<file path="src/rtl/i2cs_pkg.sv">
package i2cs_pkg;

   typedef enum logic [1:0] {
      ST_IDLE,
      ST_ADDR,
      ST_RX,
      ST_TX
   } i2cs_state_t;

   // one-cycle events from the bus engine to the host-side flags
   typedef struct packed {
      logic load;        // received byte goes into the byte register
      logic refuse_full; // byte refused while buffer was full
      logic irq;         // byte event for the interrupt flag
      logic rw_set;      // read address matched
      logic rw_clr;      // write address matched
   } i2cs_ev_t;

endpackage

</file>
<file path="src/rtl/i2cs_sync.sv">
module i2cs_sync #(
   parameter int   STAGES  = 2,
   parameter logic RST_VAL = 1'b1
) (
   input  logic clk,
   input  logic rst_n,
   input  logic d,
   output logic q
);

   logic [STAGES-1:0] chain;

   generate
      for (genvar s = 0; s < STAGES; s++) begin : g_stage
         if (s == 0) begin : g_first
            always_ff @(posedge clk or negedge rst_n) begin
               if (!rst_n) chain[0] <= RST_VAL;
               else        chain[0] <= d;
            end
         end else begin : g_next
            always_ff @(posedge clk or negedge rst_n) begin
               if (!rst_n) chain[s] <= RST_VAL;
               else        chain[s] <= chain[s-1];
            end
         end
      end
   endgenerate

   assign q = chain[STAGES-1];

endmodule

</file>
<file path="src/rtl/i2cs_linemon.sv">
module i2cs_linemon #(
   parameter int SYNC_STAGES = 2
) (
   input  logic clk,
   input  logic rst_n,
   input  logic scl_i,
   input  logic sda_i,
   output logic scl_s,
   output logic sda_s,
   output logic scl_rise,
   output logic scl_fall,
   output logic start_ev,
   output logic stop_ev
);

   logic scl_d, sda_d;

   i2cs_sync #(.STAGES(SYNC_STAGES), .RST_VAL(1'b1)) u_scl_sync (
      .clk(clk), .rst_n(rst_n), .d(scl_i), .q(scl_s)
   );

   i2cs_sync #(.STAGES(SYNC_STAGES), .RST_VAL(1'b1)) u_sda_sync (
      .clk(clk), .rst_n(rst_n), .d(sda_i), .q(sda_s)
   );

   always_ff @(posedge clk or negedge rst_n) begin
      if (!rst_n) begin
         scl_d <= 1'b1;
         sda_d <= 1'b1;
      end else begin
         scl_d <= scl_s;
         sda_d <= sda_s;
      end
   end

   always_comb begin
      scl_rise = scl_s & ~scl_d;
      scl_fall = ~scl_s & scl_d;
      start_ev = scl_s & scl_d & sda_d & ~sda_s;
      stop_ev  = scl_s & scl_d & ~sda_d & sda_s;
   end

endmodule

</file>
<file path="src/rtl/i2cs_engine.sv">
module i2cs_engine
   import i2cs_pkg::*;
#(
   parameter int BYTE_W = 8,
   parameter int ADDR_W = 7
) (
   input  logic              clk,
   input  logic              rst_n,
   input  logic              scl_rise,
   input  logic              scl_fall,
   input  logic              start_ev,
   input  logic              stop_ev,
   input  logic              sda_s,
   input  logic [ADDR_W-1:0] own_addr,
   input  logic              stretch_en,
   input  logic              buf_full,
   input  logic              overflow,
   input  logic              tx_load,
   input  logic [BYTE_W-1:0] tx_data,
   input  logic              release_req,
   output logic              sda_oe,
   output logic              scl_oe,
   output i2cs_ev_t          ev,
   output logic [BYTE_W-1:0] ev_data
);

   localparam int               CNT_W   = $clog2(BYTE_W + 2);
   localparam logic [CNT_W-1:0] CNT_ACK = CNT_W'(BYTE_W);
   localparam logic [CNT_W-1:0] CNT_END = CNT_W'(BYTE_W + 1);

   i2cs_state_t       st;
   logic [CNT_W-1:0]  cnt;
   logic [BYTE_W-1:0] shreg;
   logic [BYTE_W-1:0] txreg;
   logic [BYTE_W-1:0] txsh;
   logic              sda_q;
   logic              hold_q;
   logic              dir_rd;
   logic              mst_ack;
   logic              refuse;

   assign refuse = buf_full | overflow;
   assign sda_oe = sda_q;
   assign scl_oe = hold_q;

   always_ff @(posedge clk or negedge rst_n) begin
      if (!rst_n) begin
         st      <= ST_IDLE;
         cnt     <= '0;
         shreg   <= '0;
         txreg   <= '0;
         txsh    <= '0;
         sda_q   <= 1'b0;
         hold_q  <= 1'b0;
         dir_rd  <= 1'b0;
         mst_ack <= 1'b0;
         ev      <= '0;
         ev_data <= '0;
      end else begin
         ev <= '0;
         if (tx_load) txreg <= tx_data;

         if (start_ev) begin
            st     <= ST_ADDR;
            cnt    <= '0;
            sda_q  <= 1'b0;
            hold_q <= 1'b0;
         end else if (stop_ev) begin
            st     <= ST_IDLE;
            cnt    <= '0;
            sda_q  <= 1'b0;
            hold_q <= 1'b0;
         end else begin
            // host frees the clock; a transmit byte presents its MSB now
            if (hold_q && release_req) begin
               hold_q <= 1'b0;
               if (st == ST_TX) begin
                  sda_q <= ~txreg[BYTE_W-1];
                  txsh  <= {txreg[BYTE_W-2:0], 1'b0};
               end
            end

            if (st != ST_IDLE && scl_rise) begin
               if (cnt < CNT_ACK) shreg <= {shreg[BYTE_W-2:0], sda_s};
               if (cnt == CNT_ACK && st == ST_TX) mst_ack <= ~sda_s;
               cnt <= cnt + 1'b1;
            end

            if (scl_fall) begin
               unique case (st)
                  ST_ADDR: begin
                     if (cnt == CNT_ACK) begin
                        if (shreg[BYTE_W-1:1] != own_addr) begin
                           st <= ST_IDLE;
                        end else if (shreg[0]) begin
                           ev.load   <= 1'b1;
                           ev.irq    <= 1'b1;
                           ev.rw_set <= 1'b1;
                           ev_data   <= shreg;
                           sda_q     <= 1'b1;
                           dir_rd    <= 1'b1;
                        end else if (refuse) begin
                           ev.refuse_full <= buf_full;
                           ev.irq         <= 1'b1;
                           st             <= ST_IDLE;
                        end else begin
                           ev.load   <= 1'b1;
                           ev.irq    <= 1'b1;
                           ev.rw_clr <= 1'b1;
                           ev_data   <= shreg;
                           sda_q     <= 1'b1;
                           dir_rd    <= 1'b0;
                        end
                     end else if (cnt == CNT_END) begin
                        sda_q <= 1'b0;
                        cnt   <= '0;
                        if (dir_rd) begin
                           st     <= ST_TX;
                           hold_q <= 1'b1;
                        end else begin
                           st <= ST_RX;
                        end
                     end
                  end
                  ST_RX: begin
                     if (cnt == CNT_ACK) begin
                        if (refuse) begin
                           ev.refuse_full <= buf_full;
                           ev.irq         <= 1'b1;
                           st             <= ST_IDLE;
                        end else begin
                           ev.load <= 1'b1;
                           ev.irq  <= 1'b1;
                           ev_data <= shreg;
                           sda_q   <= 1'b1;
                        end
                     end else if (cnt == CNT_END) begin
                        sda_q  <= 1'b0;
                        cnt    <= '0;
                        hold_q <= stretch_en;
                     end
                  end
                  ST_TX: begin
                     if (cnt == CNT_END) begin
                        ev.irq <= 1'b1;
                        cnt    <= '0;
                        if (mst_ack) hold_q <= 1'b1;
                        else         st     <= ST_IDLE;
                     end else if (cnt == CNT_ACK) begin
                        sda_q <= 1'b0;
                     end else if (cnt != '0) begin
                        sda_q <= ~txsh[BYTE_W-1];
                        txsh  <= {txsh[BYTE_W-2:0], 1'b0};
                     end
                  end
                  default: ;
               endcase
            end
         end
      end
   end

endmodule

</file>
<file path="src/rtl/i2cs_hostregs.sv">
module i2cs_hostregs
   import i2cs_pkg::*;
#(
   parameter int BYTE_W = 8
) (
   input  logic              clk,
   input  logic              rst_n,
   input  i2cs_ev_t          ev,
   input  logic [BYTE_W-1:0] ev_data,
   input  logic              host_wr,
   input  logic [BYTE_W-1:0] host_wdata,
   input  logic              host_rd,
   input  logic              host_irq_clr,
   input  logic              host_ovf_clr,
   output logic [BYTE_W-1:0] rdata,
   output logic              buf_full,
   output logic              overflow,
   output logic              rw_flag,
   output logic              irq
);

   // engine events take priority over host actions in the same cycle
   always_ff @(posedge clk or negedge rst_n) begin
      if (!rst_n) begin
         rdata    <= '0;
         buf_full <= 1'b0;
         overflow <= 1'b0;
         rw_flag  <= 1'b0;
         irq      <= 1'b0;
      end else begin
         if (ev.load)      rdata <= ev_data;
         else if (host_wr) rdata <= host_wdata;

         if (ev.load)      buf_full <= 1'b1;
         else if (host_rd) buf_full <= 1'b0;

         if (ev.refuse_full) overflow <= 1'b1;
         else if (host_ovf_clr) overflow <= 1'b0;

         if (ev.rw_set)      rw_flag <= 1'b1;
         else if (ev.rw_clr) rw_flag <= 1'b0;

         if (ev.irq)           irq <= 1'b1;
         else if (host_irq_clr) irq <= 1'b0;
      end
   end

endmodule

</file>
<file path="src/rtl/i2c_stretch_slave.sv">
module i2c_stretch_slave
   import i2cs_pkg::*;
#(
   parameter int BYTE_W      = 8,
   parameter int ADDR_W      = 7,
   parameter int SYNC_STAGES = 2
) (
   input  logic              clk,
   input  logic              rst_n,
   input  logic              scl_i,
   input  logic              sda_i,
   output logic              scl_oe,
   output logic              sda_oe,
   input  logic [ADDR_W-1:0] own_addr,
   input  logic              stretch_en,
   input  logic              host_wr,
   input  logic [BYTE_W-1:0] host_wdata,
   input  logic              host_rd,
   input  logic              host_irq_clr,
   input  logic              host_ovf_clr,
   input  logic              host_release,
   output logic [BYTE_W-1:0] rdata,
   output logic              buf_full,
   output logic              overflow,
   output logic              rw_flag,
   output logic              irq
);

   generate
      if (ADDR_W != BYTE_W - 1) begin : g_bad_addr_w
         $error("ADDR_W must be BYTE_W-1 for 7-bit style addressing");
      end
      if (SYNC_STAGES < 2) begin : g_bad_sync
         $error("SYNC_STAGES must be at least 2");
      end
      if (BYTE_W < 2) begin : g_bad_byte
         $error("BYTE_W must be at least 2");
      end
   endgenerate

   logic              ln_scl_s, ln_sda_s, ln_rise, ln_fall, ln_start, ln_stop;
   i2cs_ev_t          eng_ev;
   logic [BYTE_W-1:0] eng_data;
   logic              ev_load_w, ev_refuse_w;

   assign ev_load_w   = eng_ev.load;
   assign ev_refuse_w = eng_ev.refuse_full;

   i2cs_linemon #(.SYNC_STAGES(SYNC_STAGES)) u_lines (
      .clk      (clk),
      .rst_n    (rst_n),
      .scl_i    (scl_i),
      .sda_i    (sda_i),
      .scl_s    (ln_scl_s),
      .sda_s    (ln_sda_s),
      .scl_rise (ln_rise),
      .scl_fall (ln_fall),
      .start_ev (ln_start),
      .stop_ev  (ln_stop)
   );

   i2cs_engine #(.BYTE_W(BYTE_W), .ADDR_W(ADDR_W)) u_engine (
      .clk         (clk),
      .rst_n       (rst_n),
      .scl_rise    (ln_rise),
      .scl_fall    (ln_fall),
      .start_ev    (ln_start),
      .stop_ev     (ln_stop),
      .sda_s       (ln_sda_s),
      .own_addr    (own_addr),
      .stretch_en  (stretch_en),
      .buf_full    (buf_full),
      .overflow    (overflow),
      .tx_load     (host_wr),
      .tx_data     (host_wdata),
      .release_req (host_release),
      .sda_oe      (sda_oe),
      .scl_oe      (scl_oe),
      .ev          (eng_ev),
      .ev_data     (eng_data)
   );

   i2cs_hostregs #(.BYTE_W(BYTE_W)) u_regs (
      .clk          (clk),
      .rst_n        (rst_n),
      .ev           (eng_ev),
      .ev_data      (eng_data),
      .host_wr      (host_wr),
      .host_wdata   (host_wdata),
      .host_rd      (host_rd),
      .host_irq_clr (host_irq_clr),
      .host_ovf_clr (host_ovf_clr),
      .rdata        (rdata),
      .buf_full     (buf_full),
      .overflow     (overflow),
      .rw_flag      (rw_flag),
      .irq          (irq)
   );

endmodule

</file>
<file path="config.mk">
export PLATFORM = sky130hd
export DESIGN_NAME = i2c_stretch_slave
export DESIGN_NICKNAME = d
export VERILOG_FILES = /design/src/rtl/i2cs_pkg.sv /design/src/rtl/i2cs_sync.sv /design/src/rtl/i2cs_linemon.sv /design/src/rtl/i2cs_engine.sv /design/src/rtl/i2cs_hostregs.sv /design/src/rtl/i2c_stretch_slave.sv
export SDC_FILE = /design/constraint.sdc
export NUM_CORES = 1
export LEC_CHECK = 0
export ABC_AREA = 0
export CORE_UTILIZATION = 55
export DETAILED_ROUTE_END_ITERATION = 12
export PLACE_DENSITY_LB_ADDON = 0.08
export SLEW_MARGIN = 20
export SYNTH_ARGS = -nofsm -noshare
export SYNTH_HDL_FRONTEND = slang
export SYNTH_SLANG_ARGS = --single-unit
</file>
<file path="constraint.sdc">
create_clock -name clk -period 3.79 [get_ports clk]
set_clock_uncertainty 0.1 [all_clocks]
set_input_delay 1.137 -clock clk [delete_from_list [all_inputs] [get_ports clk]]
set_output_delay 1.137 -clock clk [all_outputs]
set_load 0.02 [all_outputs]
</file>
==> impl_metrics.toml <==
[outcome]
status = "finished clean"

[critical_path]
r2r_slack_ns = 1.34
crit_end = "u_engine.ev_data[5]$_DFFE_PN0P_"
critPathLaunch = "own_addr[3]"
arrival_ns = 3.22
r2r.worst_path.cells = 8
r2r_start = "u_engine.cnt[0]$_DFF_PN0_"
r2r_end = "u_engine.txsh[5]$_DFFE_PN0P_"
worst_setup_path_start_kind = "primary input"
crit_fanout = 8
end_kind = "flip-flop"
cp.required_ns = 3.91
crit_type = "primary input to flip-flop"

[pwr]
swShare = 0.317
power-per-cell-area_nw_per_um2 = 539
clkPwrFrac = 0.274
seqPwrFrac = 0.471
leakage_nw = 1.74
irDropWorstVdd_uv = 310
p_int_mw = 1.36
net-switching-power_uw = 631
combinationalPowerShare = 0.256

[finish]
layout_commonest_cell = "dfrtp_1"
n_fill_cell = 404
insertedDiodeCount = 0
final_cell_mix = "dfrtp_1, clkdlybuf4s50_1, nand2_1"
drive_above_1_share = 0.160
layout.nets = 353
syn_to_final_growth_pct = 21.0

[place]
dp_hpwl_um = 4230
port-buffer-count = 38
place_ws_ns = 0.313
place_congestion = 0.884

[logic_synthesis]
synth-edff-count = 0
syn_area_um2 = 3050
synth.net_count = 308
ys_ff_latch = 65
synthFlopType = "dfrtp_1"
postSynthCellCount = 275
synth_area_leaders = "dfrtp_1, mux2_2, dfstp_2"
yosys_warnings = 0
ys_types = 44
synthArstFlopShare = 1.00
synth_area_leader_cell = "dfrtp_1"
ys_seq_area_frac = 0.535
synth_top_area_frac = 0.484
syn_avg_cell_area_um2 = 11.1

[clock_network]
ctsResizeCount = 0
clkLatencyLatePin_ns = 0.34
cts_buffers = 9
post_cts.repair.setup_buffers = 0
cts_sinks = 65
clock_path_buffers = 2
hold_buffers = 0
ctsHtreeMaxLevel = 3
root_buffer = "clkbuf_8"
clkTransAtPathRegs_ns = 0.07
cts_tree = "done"

[floorplan]
die_w_um = 76.5
row_count = 26
pin_count = 39
initial_core_util = 0.583
dieArea_um2 = 5850
coreArea_um2 = 5240
die_h_um = 76.5

[route]
vias = 2169
wirelength_um = 5940
drt_iter0_markers = 123
postRouteAntennaNets = 0
viasPerCell = 5.49
drc_errors = 0
post_drt_wl_per_cell_um = 15.0
drt_first_pass_iters = 4

[sta]
slew-limit-headroom = 0.432
max_clock_freq_ghz = 0.323
grt_setup_unrepaired = "false"
period_share = 0.818
layout_setup_ws_ns = 0.690
setup_tns_ns = 0
worstMarginPinSlew_ns = 0.849
finalSetupViolations = 0
drv_slew = 0
fin_crit_ns = 3.10
hold_violations = 0

[grt]
grt_remaining_overflow = 0
grt_max_degree = 66
grt_use_total = 0.225
first_global_vias = 2084
grt_pass1_wl_um = 10100
grt_antenna_before_repair = 0

[worst_hold_path]
hp-class = "flip-flop to flip-flop"

[job]
drv_cap = 0
[Yosys cell counts (2+ instances only)]
| master | count |
|---|---|
| nand4_1 | 2 |
| a21boi_0 | 2 |
| nand3b_1 | 2 |
| xnor2_1 | 4 |
| dfstp_2 | 6 |
| and3_1 | 2 |
| nor2_1 | 18 |
| a21o_1 | 5 |
| nand2_1 | 32 |
| xor2_1 | 7 |
| mux2i_1 | 15 |
| nand2b_1 | 3 |
| nor3b_1 | 3 |
| inv_1 | 13 |
| nor2b_1 | 6 |
| mux2_2 | 23 |
| dfrtp_1 | 59 |
| and2_1 | 2 |
| ha_1 | 8 |
| clkbuf_1 | 5 |
| nand3_1 | 5 |
| a21oi_1 | 7 |
| o31ai_1 | 2 |
| o21ai_0 | 24 |
[logic make-up (layout without fill, tap and decap cells)]
| logic type | after synthesis | count (layout) | synth area share |
|---|---|---|---|
| compound gates | 52 | 52 | 0.109 |
| buf+inv | 19 | 69 | 0.0238 |
| simple gates | 82 | 82 | 0.134 |
| mux | 38 | 38 | 0.134 |
| xor+xnor | 11 | 11 | 0.0316 |
| fa+ha+maj | 8 | 8 | 0.0328 |
| flops | 65 | 65 | 0.535 |
[metrics by stage]
stage / cells / total power, mW / hold WS [ns] / area (µm²) / utilization
after floorplan: 275 / 1.28 / 0.245 / 3050 / -
after global placement: 379 / 1.43 / 0.246 / 3510 / 0.669
after detailed placement: 379 / 1.45 / 0.247 / 3510 / 0.669
after CTS: 395 / 2.00 / 0.257 / 3690 / 0.705
after global routing: 395 / 2.11 / 0.260 / 3690 / 0.705
final: 395 / 1.99 / 0.256 / 3690 / 0.705
[power groups by stage]
stage | Clock [mW] | Combinational [mW] | Sequential [mW]
finish | 0.545 | 0.509 | 0.937
detailed placement | 0 | 0.505 | 0.947
floorplan | 0 | 0.357 | 0.925
global placement | 0 | 0.489 | 0.942
global route | 0.585 | 0.570 | 0.958
CTS | 0.555 | 0.508 | 0.936
[critical path, stage by stage]
cell and delay, ns:
clkdlybuf4s50_1 0.41, xor2_1 0.17, nor4_2 0.31, nand4_2 0.22, o31ai_1 0.37, nand3_2 0.26, mux2_2 0.34
[routing by layer]
| metal | vias to the layer above | track usage | wire length [µm] |
|---|---|---|---|
| li1 | 1044 | - | - |
| met1 | 1057 | 0.314 | 2880 |
| met2 | 57 | 0.337 | 2680 |
| met3 | 11 | 0.0395 | 271 |
| met4 | 0 | 0.115 | 102 |
| met5 | - | 0 | 0 |
[flip-flops by register name (all words and copies together), names as in the netlist, 2 cells and up]
name and flops:
u_engine.txsh 8, u_engine.st 2, u_engine.cnt 4, u_engine.ev_data 8
u_engine.txreg 8, u_engine.shreg 8, u_engine.ev 5, u_regs.rdata 8
[cell type report]
cell class / count / area [µm²] / share of cell area
clock buffer: 14 / 173 / 0.0468
multi-input combinational: 191 / 1350 / 0.364
sequential: 65 / 1630 / 0.443
tap: 70 / 87.6 / 0.0237
clock inverter: 2 / 13.8 / 0.00373
inverter: 13 / 48.8 / 0.0132
timing repair buffer: 40 / 390 / 0.106
[worst min path at each step]
stage	start	end	slack [ns]	depth (start not counted)
floorplan	u_lines.u_scl_sync.chain[0]$_DFF_PN1_	u_lines.u_scl_sync.q$_DFF_PN1_	0.25	0
global placement	u_lines.u_sda_sync.chain[0]$_DFF_PN1_	u_lines.u_sda_sync.q$_DFF_PN1_	0.25	0
detailed placement	u_lines.u_sda_sync.chain[0]$_DFF_PN1_	u_lines.u_sda_sync.q$_DFF_PN1_	0.25	0
CTS	u_lines.u_sda_sync.chain[0]$_DFF_PN1_	u_lines.u_sda_sync.q$_DFF_PN1_	0.26	0
global route	u_lines.u_sda_sync.chain[0]$_DFF_PN1_	u_lines.u_sda_sync.q$_DFF_PN1_	0.26	0
finish	u_lines.u_sda_sync.chain[0]$_DFF_PN1_	u_lines.u_sda_sync.q$_DFF_PN1_	0.26	0
(Power assumes the default switching activity.)
